<file path="src/rtl/subq_pkg.sv">
package subq_pkg;
  localparam int unsigned ADDR_W = 4;
  localparam logic [ADDR_W-1:0] ADDR_TARGET = 4'd1;

  typedef struct packed {
    logic              crc_ok;
    logic [ADDR_W-1:0] addr;
    logic              addr_free;
  } q_status_t;

  function automatic logic status_qualifies(input q_status_t st);
    return st.crc_ok & (st.addr_free | (st.addr == ADDR_TARGET));
  endfunction
endpackage

</file>
<file path="src/rtl/subq_edge_sync.sv">
module subq_edge_sync #(
  parameter int unsigned STAGES = 2
) (
  input  logic clk_i,
  input  logic rst_ni,
  input  logic async_i,
  output logic rise_o
);
  logic [STAGES:0] chain_q;

  always_ff @(posedge clk_i or negedge rst_ni) begin
    if (!rst_ni) chain_q[0] <= 1'b0;
    else         chain_q[0] <= async_i;
  end

  // remaining sync stages plus one history flop for edge detection
  for (genvar g = 1; g <= STAGES; g++) begin : g_stage
    always_ff @(posedge clk_i or negedge rst_ni) begin
      if (!rst_ni) chain_q[g] <= 1'b0;
      else         chain_q[g] <= chain_q[g-1];
    end
  end

  assign rise_o = chain_q[STAGES-1] & ~chain_q[STAGES];
endmodule

</file>
<file path="src/rtl/subq_expiry.sv">
module subq_expiry #(
  parameter int unsigned TICKS = 112
) (
  input  logic clk_i,
  input  logic rst_ni,
  input  logic restart_i,
  input  logic run_i,
  input  logic tick_i,
  output logic expire_o
);
  localparam int unsigned CW = $clog2(TICKS + 1);
  localparam logic [CW-1:0] LAST = CW'(TICKS - 1);

  logic [CW-1:0] cnt_q;

  assign expire_o = run_i & tick_i & (cnt_q == LAST);

  always_ff @(posedge clk_i or negedge rst_ni) begin
    if (!rst_ni)                cnt_q <= '0;
    else if (restart_i)         cnt_q <= '0;
    else if (run_i && tick_i)   cnt_q <= (cnt_q == LAST) ? '0 : cnt_q + 1'b1;
  end
endmodule

</file>
<file path="src/rtl/subq_frame_reg.sv">
module subq_frame_reg #(
  parameter int unsigned FRAME_W = 80
) (
  input  logic               clk_i,
  input  logic               rst_ni,
  input  logic               load_i,
  input  logic [FRAME_W-1:0] data_i,
  input  logic               qualify_i,
  input  logic               shift_i,
  input  logic               release_i,
  input  logic               expire_i,
  output logic               lsb_o,
  output logic               frozen_o,
  output logic               ready_o,
  output logic               accept_o
);
  logic [FRAME_W-1:0] word_q;
  logic               frozen_q;
  logic               ready_q;

  // release beats shift, shift beats load
  assign accept_o = load_i & ~frozen_q & ~shift_i & ~release_i;

  always_ff @(posedge clk_i or negedge rst_ni) begin
    if (!rst_ni) begin
      word_q   <= '0;
      frozen_q <= 1'b0;
    end else if (release_i) begin
      frozen_q <= 1'b0;
    end else if (shift_i) begin
      frozen_q <= 1'b1;
      word_q   <= {1'b0, word_q[FRAME_W-1:1]};
    end else if (accept_o) begin
      word_q   <= data_i;
    end
  end

  always_ff @(posedge clk_i or negedge rst_ni) begin
    if (!rst_ni)        ready_q <= 1'b0;
    else if (release_i) ready_q <= 1'b0;
    else if (accept_o)  ready_q <= qualify_i;
    else if (expire_i)  ready_q <= 1'b0;
  end

  assign lsb_o    = word_q[0];
  assign frozen_o = frozen_q;
  assign ready_o  = ready_q;
endmodule

</file>
<file path="src/rtl/subq_readout.sv">
module subq_readout
  import subq_pkg::*;
#(
  parameter int unsigned FRAME_W       = 80,
  parameter int unsigned TIMEOUT_TICKS = 112,
  parameter int unsigned SYNC_STAGES   = 2
) (
  input  logic               clk_i,
  input  logic               rst_ni,
  input  logic               frame_load_i,
  input  logic [FRAME_W-1:0] frame_data_i,
  input  logic               crc_ok_i,
  input  logic [ADDR_W-1:0]  addr_field_i,
  input  logic               addr_free_i,
  input  logic               tick_i,
  input  logic               host_clk_i,
  input  logic               host_rel_i,
  input  logic               sel_ni,
  output logic               q_bit_o,
  output logic               q_oe_o,
  output logic               ready_o
);
  logic      clk_rise, rel_rise, shift_req;
  logic      frozen, ready, accept, expire, lsb;
  q_status_t status;

  subq_edge_sync #(.STAGES(SYNC_STAGES)) u_sync_clk (
    .clk_i(clk_i), .rst_ni(rst_ni), .async_i(host_clk_i), .rise_o(clk_rise)
  );

  subq_edge_sync #(.STAGES(SYNC_STAGES)) u_sync_rel (
    .clk_i(clk_i), .rst_ni(rst_ni), .async_i(host_rel_i), .rise_o(rel_rise)
  );

  assign shift_req = clk_rise & ~sel_ni;

  assign status.crc_ok    = crc_ok_i;
  assign status.addr      = addr_field_i;
  assign status.addr_free = addr_free_i;

  subq_frame_reg #(.FRAME_W(FRAME_W)) u_frame (
    .clk_i     (clk_i),
    .rst_ni    (rst_ni),
    .load_i    (frame_load_i),
    .data_i    (frame_data_i),
    .qualify_i (status_qualifies(status)),
    .shift_i   (shift_req),
    .release_i (rel_rise),
    .expire_i  (expire),
    .lsb_o     (lsb),
    .frozen_o  (frozen),
    .ready_o   (ready),
    .accept_o  (accept)
  );

  subq_expiry #(.TICKS(TIMEOUT_TICKS)) u_expiry (
    .clk_i     (clk_i),
    .rst_ni    (rst_ni),
    .restart_i (accept),
    .run_i     (ready & ~frozen),
    .tick_i    (tick_i),
    .expire_o  (expire)
  );

  assign q_oe_o  = ~sel_ni;
  assign q_bit_o = ~sel_ni & lsb;
  assign ready_o = ready;
endmodule

</file>
<file path="config.mk">
export PLATFORM = sky130hd
export DESIGN_NAME = subq_readout
export DESIGN_NICKNAME = d
export VERILOG_FILES = /design/src/rtl/subq_pkg.sv /design/src/rtl/subq_edge_sync.sv /design/src/rtl/subq_expiry.sv /design/src/rtl/subq_frame_reg.sv /design/src/rtl/subq_readout.sv
export SDC_FILE = /design/constraint.sdc
export NUM_CORES = 1
export LEC_CHECK = 0
export BUFFER_PORTS_ARGS = -buffer_cell sky130_fd_sc_hd__buf_4
export CAP_MARGIN = 30
export CORE_MARGIN = 10
export CORE_UTILIZATION = 59
export DETAILED_ROUTE_END_ITERATION = 12
export PLACE_DENSITY = 0.84
export SLEW_MARGIN = 10
export SYNTH_ARGS = -nofsm -noshare
export SYNTH_HDL_FRONTEND = slang
export SYNTH_SLANG_ARGS = --single-unit
</file>
<file path="constraint.sdc">
create_clock -name clk_i -period 4.7 [get_ports clk_i]
set_clock_uncertainty 0.1 [all_clocks]
set_input_delay 0.47 -clock clk_i [delete_from_list [all_inputs] [get_ports clk_i]]
set_output_delay 0.47 -clock clk_i [all_outputs]
set_load 0.02 [all_outputs]
</file>
==> results of run 1 <==
## kinds of logic (layout without fill, tap and decap cells)
family / after synthesis / after routing / synth area share, %
multiplexers: 159 / 159 / 39.01
flip-flops: 95 / 95 / 51.83
AND/OR/NAND/NOR: 24 / 24 / 3.300
buffers and inverters: 21 / 120 / 3.028
AO/OA/AOI/OAI: 13 / 13 / 2.182
XOR/XNOR: 2 / 2 / 0.3820
adder cells (fa/ha/maj): 1 / 1 / 0.2727
## per-layer routing
metal / part of all wire (%) / vias up / GRT usage [%]
met5: 0 / - / 0
met2: 47 / 66 / 22.76
met4: 1.4 / 0 / 6.202
li1: - / 1331 / -
met3: 6.2 / 11 / 4.581
met1: 45 / 1380 / 18.82
## area by class of cell
cell class | count | share of cell area [%]
Clock buffer | 10 | 2.483
Tap cell | 102 | 2.302
Timing Repair Buffer | 100 | 13.54
Multi-Input combinational cell | 199 | 37.44
Inverter | 4 | 0.2708
Sequential cell | 95 | 42.88
Clock inverter | 6 | 1.083
## worst max-delay path, stage by stage, from the launching register on
cell	delay [ps]
dfrtp_1	400
nor3b_2	190
buf_4	540
mux2_2	400
mux2_1	300
## synth_stat cells
cell type | n | area [um^2]
o221ai_1 | 1 | 8.760
inv_1 | 4 | 15.01
a21oi_4 | 1 | 16.27
nand3b_1 | 1 | 7.510
nand4b_1 | 1 | 8.760
a21oi_1 | 1 | 5.000
o2bb2ai_1 | 2 | 17.52
dfrtp_1 | 95 | 2377
or4_1 | 2 | 15.01
o21a_1 | 1 | 7.510
nand3_1 | 3 | 15.01
nor4b_1 | 2 | 17.52
or3b_4 | 1 | 11.26
buf_6 | 5 | 56.30
xor2_1 | 2 | 17.52
ha_1 | 1 | 12.51
mux2_2 | 152 | 1712
o31ai_1 | 1 | 7.510
nor2b_1 | 2 | 12.51
nor2_1 | 4 | 15.01
nor3_2 | 1 | 10.01
nor3b_1 | 1 | 7.510
nand2_1 | 2 | 7.510
buf_4 | 3 | 22.52
mux2i_1 | 1 | 10.01
nand2b_1 | 1 | 6.260
mux2_1 | 6 | 67.56
nor3_1 | 1 | 5.000
a211oi_1 | 3 | 22.52
or3_1 | 2 | 12.51
buf_2 | 9 | 45.04
o21ai_0 | 3 | 15.01
## placed cells by master (no fill, tap or decap), types with 2 or more instances in the layout
master        n
xor2_1        2
nor4b_1       2
clkbuf_8     10
mux2_1        6
or3_1         2
o21ai_0       3
clkinv_2      3
clkinvlp_4    2
nor2b_1       2
mux2_2      152
or4_1         2
inv_1         4
o2bb2ai_1     2
a211oi_1      3
nor2_1        4
dfrtp_1      95
nand3_1       3
nand2_1       2
buf_4       100
## registers in the layout, summed over array words and instances, names as in the netlist
register	flops
u_sync_rel.chain_q	3
u_sync_clk.chain_q	3
u_frame.word_q	80
u_frame.frozen_o	1
u_expiry.cnt_q	7
u_frame.ready_o	1
## stage by stage
stage	instances	power, W	utilization [%]	cell area [um^2]	hold WS [ps]
6_report	516	0.001969	72.50	5544	-2.652
2_1_floorplan	315	0.001326	-	4587	74.41
4_1_cts	516	0.001994	72.50	5544	10.47
3_3_place_gp	500	0.001434	69.91	5346	233.9
3_5_place_dp	500	0.001458	69.91	5346	244.0
5_1_grt	516	0.002079	72.50	5544	29.87
## path summary, 6_finish.rpt
path,start,to,slack [ps],depth (start not counted)
min in group clk_i,host_rel_i,u_sync_rel.chain_q[0],120,1
min reg2reg,u_sync_clk.chain_q[0],u_sync_clk.chain_q[1],260,0
max in group asynchronous,rst_ni,u_frame.word_q[19],3440,2
min,rst_ni,u_expiry.cnt_q[6],-3,1
max reg2reg,u_sync_clk.chain_q[2],u_frame.word_q[57],2630,4
max,u_sync_clk.chain_q[2],u_frame.word_q[57],2630,4
## report_power, final
group / switching, W / total (W) / internal (W)
clock network: 0.000275 / 0.000533 / 0.000258
logic: 0.000127 / 0.000374 / 0.000247
registers: 0.0000795 / 0.00106 / 0.000982
==> results.py, run 1 <==
metrics = {
    "outcome": {
        "status": "finished, violations left",
        "violations": "negative hold slack",
    },
    "sta": {
        "slew_violations": 0,
        "worst_hold_slack_ps": -2.652,
        "period_share_pct": 44.06,
        "period_needed_ps": 2071,
        "relSlewSlack_pct": 36.84,
        "fmax_mhz": 482.9,
        "setup_viol": 0,
        "worstMarginPinSlew_ps": 934.3,
        "rsz0062_at_grt": "false",
        "setup_ws_ps": 2629,
        "hold_viol": 3,
        "finalSetupTns_ps": 0,
    },
    "clocking": {
        "numCtsBuffers": 9,
        "ctsHoldBuffers": 0,
        "cts_tree": "yes",
        "cts_resized": 0,
        "cts.clk_slew.worst_paths_ps": 90,
        "clock_latency_ps": 350,
        "cts_htree_levels": 3,
        "cts_root_buf": "clkbuf_8",
        "clk_path_buf_depth": 2,
        "cts_setup_buffers": 0,
        "cts_sinks": 95,
    },
    "worst_setup_path": {
        "worst-setup-path-type": "flop to flop",
        "critPathCaptureType": "flop",
        "cp_max_fo": 50,
        "crit_required_ps": 4840,
        "startpoint_type": "flop",
        "crit_arrival_ps": 2210,
    },
    "final_layout": {
        "diodes": 0,
        "multi_input_area_um2": 2076,
        "n_fill_cell": 519,
        "area_growth_pct": 20.87,
        "seq_area_um2": 2377,
        "drive_gt1_share_pct": 65.70,
        "nNetsFinal": 503,
    },
    "die": {
        "die_area_um2": 11700,
        "die_height_um": 108.2,
        "initial_utilization_pct": 59.98,
        "core_um2": 7647,
        "num_rows": 32,
        "fp.dieW_um": 108.2,
        "io_pins": 96,
    },
    "grt": {
        "grt_max_degree": 52,
        "antenna_found_initial": 0,
        "grt_pass1_wl_um": 13920,
        "grt_pass1_vias": 2984,
        "grt.total_usage_pct": 14.75,
        "overflow": 0,
    },
    "pwr": {
        "irDropWorstVdd_mv": 0.2205,
        "power_density_nw_per_um2": 355.1,
        "power.leakage_nw": 2.392,
    },
    "yosys": {
        "synthCells": 315,
        "syn_nets": 409,
        "ys_types": 32,
        "yosysSeqAreaShare_pct": 51.83,
        "synth_seq_cells": 95,
        "avgSynthCellArea_um2": 14.56,
        "netlist_area_um2": 4587,
        "yosys_warnings": 0,
    },
    "place": {
        "place.port_buffers": 95,
        "hpwlAfterDp_um": 6191,
        "place_ws_ps": 2386,
        "routabilityCongestion": 0.7456,
    },
    "worst_hold_path": {
        "hold_class": "input pin to asynchronous set/reset pin",
    },
    "routing": {
        "viasPerCell": 5.403,
        "postRouteAntennaNets": 0,
        "firstDrtPassIters": 4,
        "routed_wl_um": 8530,
        "routed-via-count": 2788,
        "first_iter_violations": 67,
        "drc": 0,
        "drt-wirelength-per-cell_um": 16.53,
    },
    "job": {
        "maxCapViolCount": 0,
    },
}
(Power assumes the default switching activity.)
==> run 2, diff against run 1 <==
--- a/config.mk
+++ b/config.mk
@@ -8,9 +8,9 @@
 export BUFFER_PORTS_ARGS = -buffer_cell sky130_fd_sc_hd__buf_4
 export CAP_MARGIN = 30
 export CORE_MARGIN = 10
-export CORE_UTILIZATION = 59
+export CORE_UTILIZATION = 49
 export DETAILED_ROUTE_END_ITERATION = 12
-export PLACE_DENSITY = 0.84
+export PLACE_DENSITY = 0.75
 export SLEW_MARGIN = 10
 export SYNTH_ARGS = -nofsm -noshare
 export SYNTH_HDL_FRONTEND = slang
==> constraint.sdc (replaced) <==
create_clock -name clk_i -period 1.9 [get_ports clk_i]
set_clock_uncertainty 0.1 [all_clocks]
set_input_delay 0.19 -clock clk_i [delete_from_list [all_inputs] [get_ports clk_i]]
set_output_delay 0.19 -clock clk_i [all_outputs]
set_load 0.02 [all_outputs]
==> results.py, run 2 (synthesis results as in run 1) <==
metrics = {
    "outcome": {
        "status": "finished clean",
    },
    "routing": {
        "routed-via-count": 2802,
        "firstDrtPassIters": 4,
        "first_iter_violations": 82,
        "postRouteAntennaNets": 0,
        "viasPerCell": 5.247,
        "drc": 0,
        "routed_wl_um": 8938,
        "drt-wirelength-per-cell_um": 16.74,
    },
    "worst_setup_path": {
        "crit_arrival_ps": 2010,
        "critPathCaptureType": "flop",
        "crit_required_ps": 2040,
        "worst-setup-path-type": "flop to flop",
        "cp_max_fo": 49,
        "startpoint_type": "flop",
    },
    "final_layout": {
        "fin_util_pct": 62.18,
        "top_regs": "u_frame.word_q: 80 flops, u_expiry.cnt_q: 7 flops",
        "drive_gt1_share_pct": 65.25,
        "top_register": "u_frame.word_q",
        "largest_reg_flops": 80,
        "diodes": 0,
        "n_fill_cell": 747,
        "final_cell_mix": "mux2_2, buf_4, dfrtp_1",
        "area_growth_pct": 24.66,
        "seq_area_um2": 2377,
        "layout_commonest_cell": "mux2_2",
        "nNetsFinal": 512,
        "multi_input_area_um2": 2076,
    },
    "grt": {
        "overflow": 0,
        "antenna_found_initial": 0,
        "grt_max_degree": 96,
        "grt_pass1_vias": 2984,
        "grt.total_usage_pct": 13.45,
        "grt_pass1_wl_um": 14690,
    },
    "sta": {
        "fmax_mhz": 536.1,
        "relSlewSlack_pct": 66.64,
        "period_share_pct": 98.18,
        "worstMarginPinSlew_ps": 500.4,
        "rsz0062_at_grt": "true",
        "period_needed_ps": 1865,
        "hold_viol": 0,
        "slew_violations": 0,
        "setup_viol": 0,
    },
    "worst_hold_path": {
        "hold_class": "input pin to flop",
    },
    "pwr": {
        "irDropWorstVdd_mv": 0.3806,
        "power.leakage_nw": 2.458,
        "p_total_w": 0.005047,
        "power_density_nw_per_um2": 882.7,
    },
    "place": {
        "routabilityCongestion": 0.7355,
        "place.port_buffers": 95,
        "hpwlAfterDp_um": 6366,
    },
    "clocking": {
        "clk_path_buf_depth": 2,
        "clock_latency_ps": 360,
        "cts_sinks": 95,
        "numCtsBuffers": 9,
        "cts_htree_levels": 3,
        "cts_resized": 0,
        "cts_root_buf": "clkbuf_8",
        "cts_setup_buffers": 0,
        "cts.clk_slew.worst_paths_ps": 100,
        "cts_tree": "yes",
    },
    "die": {
        "initial_utilization_pct": 49.88,
        "die_area_um2": 13630,
        "die_height_um": 116.8,
        "fp.dieW_um": 116.8,
        "core_um2": 9196,
        "io_pins": 96,
        "num_rows": 35,
    },
    "job": {
        "maxCapViolCount": 0,
    },
}
[run 2: cell count changes in the layout (fill, tap and decap cells not counted), sizes merged]
cell,delta
buf,+5
bufinv,+1
clkinv,-2
dlygate4sd3,+4
inv,+1
[run 2: stage by stage]
stage | TNS, ps | hold slack [ps] | instance area (um^2) | setup slack [ps] | std cells
final | 0 | 65.94 | 5718 | 34.59 | 534
after global routing | -405.6 | 61.38 | 5718 | -31.46 | 534
after CTS | 0 | 54.36 | 5718 | 26.00 | 534
after detailed placement | 0 | 188.8 | 5458 | 32.50 | 514
after global placement | 0 | 188.4 | 5458 | 88.70 | 514
after floorplan | 0 | -205.6 | 4587 | 142.5 | 315
[run 2: routing by layer]
metal  track usage, %  vias up  routed length (um)
met5                0        -                   0
li1                 -     1350                   -
met3            4.109       10                 645
met1            17.82     1376                4096
met4            4.942        0                 115
met2            20.28       66                4080
[run 2: cell type report]
class / count / area share (%)
Clock buffer: 10 / 2.232
Timing Repair Buffer: 109 / 15.58
Clock inverter: 6 / 1.619
Sequential cell: 95 / 41.58
Inverter: 4 / 0.2626
Multi-Input combinational cell: 199 / 36.30
Tap cell: 111 / 2.429
[run 2: worst paths after layout]
path | from | to | slack, ps | cells past startpoint
worst min-delay path | frame_data_i[60] | u_frame.word_q[60] | 70 | 3
worst max register to register | u_sync_clk.chain_q[2] | u_frame.word_q[58] | 30 | 4
min in group asynchronous | rst_ni | u_expiry.cnt_q[3] | 320 | 3
worst min register to register | u_sync_clk.chain_q[0] | u_sync_clk.chain_q[1] | 260 | 0
worst max-delay path | u_sync_clk.chain_q[2] | u_frame.word_q[58] | 30 | 4
max in group asynchronous | rst_ni | u_frame.word_q[53] | 1000 | 3
[run 2: power breakdown]
| group | total [W] | switching (W) | internal (W) | leakage [nW] |
|---|---|---|---|---|
| logic | 0.000957 | 0.000319 | 0.000638 | 1.23 |
| registers | 0.00263 | 0.000198 | 0.00243 | 1.13 |
| clock network | 0.00146 | 0.000715 | 0.000749 | 0.103 |
[run 2: repair_timing]
item	in CTS	in global routing
hold buffers	4	0
setup endpoints to repair	0	38
endpoints found under the hold margin	98	0
[run 2: worst max-delay path, cell delays in order, from the launching register on]
cell and delay (ps):
dfrtp_1 400, nor3b_2 280, buf_12 300, mux2_2 380
mux2_1 280
==> run 3, diff against run 2 <==
--- a/config.mk
+++ b/config.mk
@@ -6,11 +6,10 @@
 export NUM_CORES = 1
 export LEC_CHECK = 0
 export BUFFER_PORTS_ARGS = -buffer_cell sky130_fd_sc_hd__buf_4
-export CAP_MARGIN = 30
 export CORE_MARGIN = 10
 export CORE_UTILIZATION = 49
 export DETAILED_ROUTE_END_ITERATION = 12
-export PLACE_DENSITY = 0.75
+export PLACE_DENSITY_LB_ADDON = 0.1
 export SLEW_MARGIN = 10
 export SYNTH_ARGS = -nofsm -noshare
 export SYNTH_HDL_FRONTEND = slang
==> results.py, run 3 (synthesis results as in run 1) <==
metrics = {
    "outcome": {
        "status": "finished clean",
    },
    "pwr": {
        "clock_power_share_pct": 27.7,
        "irDropWorstVdd_mv": 0.4697,
        "power_density_nw_per_um2": 865.2,
        "combinationalPowerShare_pct": 19.6,
        "p_switching_w": 0.001239,
        "p_total_w": 0.004979,
        "swShare_pct": 24.88,
        "power.leakage_nw": 2.488,
        "p_int_w": 0.003740,
        "seq_power_share_pct": 52.7,
    },
    "sta": {
        "setup_ws_ps": 56.12,
        "rsz0062_at_grt": "true",
        "slew_violations": 0,
        "setup_viol": 0,
        "hold_viol": 0,
        "relSlewSlack_pct": 71.42,
        "worstMarginPinSlew_ps": 428.7,
        "period_needed_ps": 1844,
        "finalSetupTns_ps": 0,
        "fmax_mhz": 542.3,
        "period_share_pct": 97.05,
    },
    "final_layout": {
        "top_regs": "u_frame.word_q: 80 flops, u_expiry.cnt_q: 7 flops",
        "drive_gt1_share_pct": 65.65,
        "diodes": 0,
        "nNetsFinal": 517,
        "n_fill_cell": 750,
        "final_cell_mix": "mux2_2, buf_4, dfrtp_1",
        "area_growth_pct": 25.45,
        "final_cells": 539,
        "multi_input_area_um2": 2076,
        "layout_commonest_cell": "mux2_2",
        "seq_area_um2": 2377,
        "largest_reg_flops": 80,
        "top_register": "u_frame.word_q",
        "fin_util_pct": 62.57,
    },
    "place": {
        "place_ws_ps": 46.63,
        "hpwlAfterDp_um": 6730,
        "dp_cells": 519,
        "place.port_buffers": 95,
        "routabilityCongestion": 0.7025,
    },
    "die": {
        "core_um2": 9196,
        "die_area_um2": 13630,
        "initial_utilization_pct": 49.88,
        "fp.dieW_um": 116.8,
        "num_rows": 35,
        "io_pins": 96,
        "die_height_um": 116.8,
    },
    "worst_setup_path": {
        "rr_endpoint": "u_frame.word_q[47]",
        "r2r_slack_ps": 60,
        "crit_arrival_ps": 1980,
        "critPathCaptureType": "flop",
        "reg2reg_from": "u_sync_clk.chain_q[2]",
        "reg2regPathDepth": 4,
        "cp_max_fo": 14,
        "crit_required_ps": 2040,
        "cp-startpoint": "u_sync_clk.chain_q[2]",
        "worst-setup-path-type": "flop to flop",
        "startpoint_type": "flop",
    },
    "clocking": {
        "cts_htree_levels": 3,
        "cts_tree": "yes",
        "cts_root_buf": "clkbuf_8",
        "numCtsBuffers": 9,
        "cts.clk_slew.worst_paths_ps": 100,
        "clk_path_buf_depth": 2,
        "cts_resized": 0,
        "clock_latency_ps": 360,
        "cts_sinks": 95,
    },
    "routing": {
        "firstDrtPassIters": 4,
        "first_iter_violations": 94,
        "drt-wirelength-per-cell_um": 16.73,
        "postRouteAntennaNets": 0,
        "routed_wl_um": 9017,
        "routed-via-count": 2813,
        "viasPerCell": 5.219,
        "drc": 0,
    },
    "grt": {
        "grt_pass1_wl_um": 14810,
        "use_met2_pct": 21.07,
        "grt.total_usage_pct": 13.59,
        "overflow": 0,
        "met3_usage_pct": 4.828,
        "grt_max_degree": 34,
        "antenna_found_initial": 0,
        "grt_pass1_vias": 3130,
        "busiest_layer": "met2",
        "use_met1_pct": 17.30,
    },
    "worst_hold_path": {
        "hold_path_end": "u_frame.word_q[60]",
        "hold-path-cell-count": 3,
        "hold_class": "input pin to flop",
        "holdCritStartpoint": "frame_data_i[60]",
    },
    "job": {
        "maxCapViolCount": 0,
    },
}
run 3: cell types whose count changed in the layout (fill, tap and decap cells not counted):
cell,before,now
buf_4,100,104
clkinvlp_4,2,0
buf_12,5,6
bufinv_16,2,1
clkbuf_8,9,10
clkinv_4,1,2
inv_6,1,2
run 3: worst max-delay path by stage:
| stage | to | slack (ps) | depth (start not counted) |
|---|---|---|---|
| floorplan | u_frame.word_q[47] | 140 | 4 |
| global placement | u_frame.word_q[45] | 90 | 4 |
| detailed placement | u_frame.word_q[29] | 50 | 4 |
| CTS | u_frame.word_q[47] | 40 | 4 |
| global route | u_frame.word_q[48] | -6 | 4 |
| finish | u_frame.word_q[47] | 60 | 4 |
run 3: metrics by stage:
stage	cell area (um^2)	hold WS [ps]
after floorplan	4587	-205.6
after global placement	5508	69.20
after detailed placement	5508	66.10
after CTS	5754	59.48
after global routing	5754	64.40
final	5754	76.44
run 3: power by group through the flow:
| stage | logic (W) | registers [W] | clock network (W) |
|---|---|---|---|
| after floorplan | 0.000683 | 0.00260 | 0 |
| after global routing | 0.00108 | 0.00268 | 0.00152 |
| after CTS | 0.000998 | 0.00263 | 0.00143 |
| final | 0.000977 | 0.00262 | 0.00138 |
| after global placement | 0.000957 | 0.00265 | 0 |
| after detailed placement | 0.000988 | 0.00267 | 0 |
run 3: area by class of cell:
| cell class | instances | share of cell area, % |
|---|---|---|
| Timing Repair Buffer | 114 | 16.35 |
| Clock inverter | 5 | 1.131 |
| Clock buffer | 11 | 2.457 |
| Inverter | 4 | 0.2609 |
| Tap cell | 111 | 2.414 |
| Multi-Input combinational cell | 199 | 36.07 |
| Sequential cell | 95 | 41.31 |
run 3: metal layers:
metal  routed length, um  share of wire, %
met1                4102                45
met2                4184                46
met3                 646               7.2
met4                  84              0.93
met5                   0                 0
run 3: critical path, cell delays in order (launching register included):
cell	delay, ps
dfrtp_1	390
or3b_4	390
a21oi_4	230
buf_4	270
mux2_2	360
run 3: what timing repair did:
item                                   4_1_cts  5_1_grt
buffers inserted                             0        0
hold buffers                                 4        0
setup endpoints to repair                    0        6
endpoints found under the hold margin       32        0
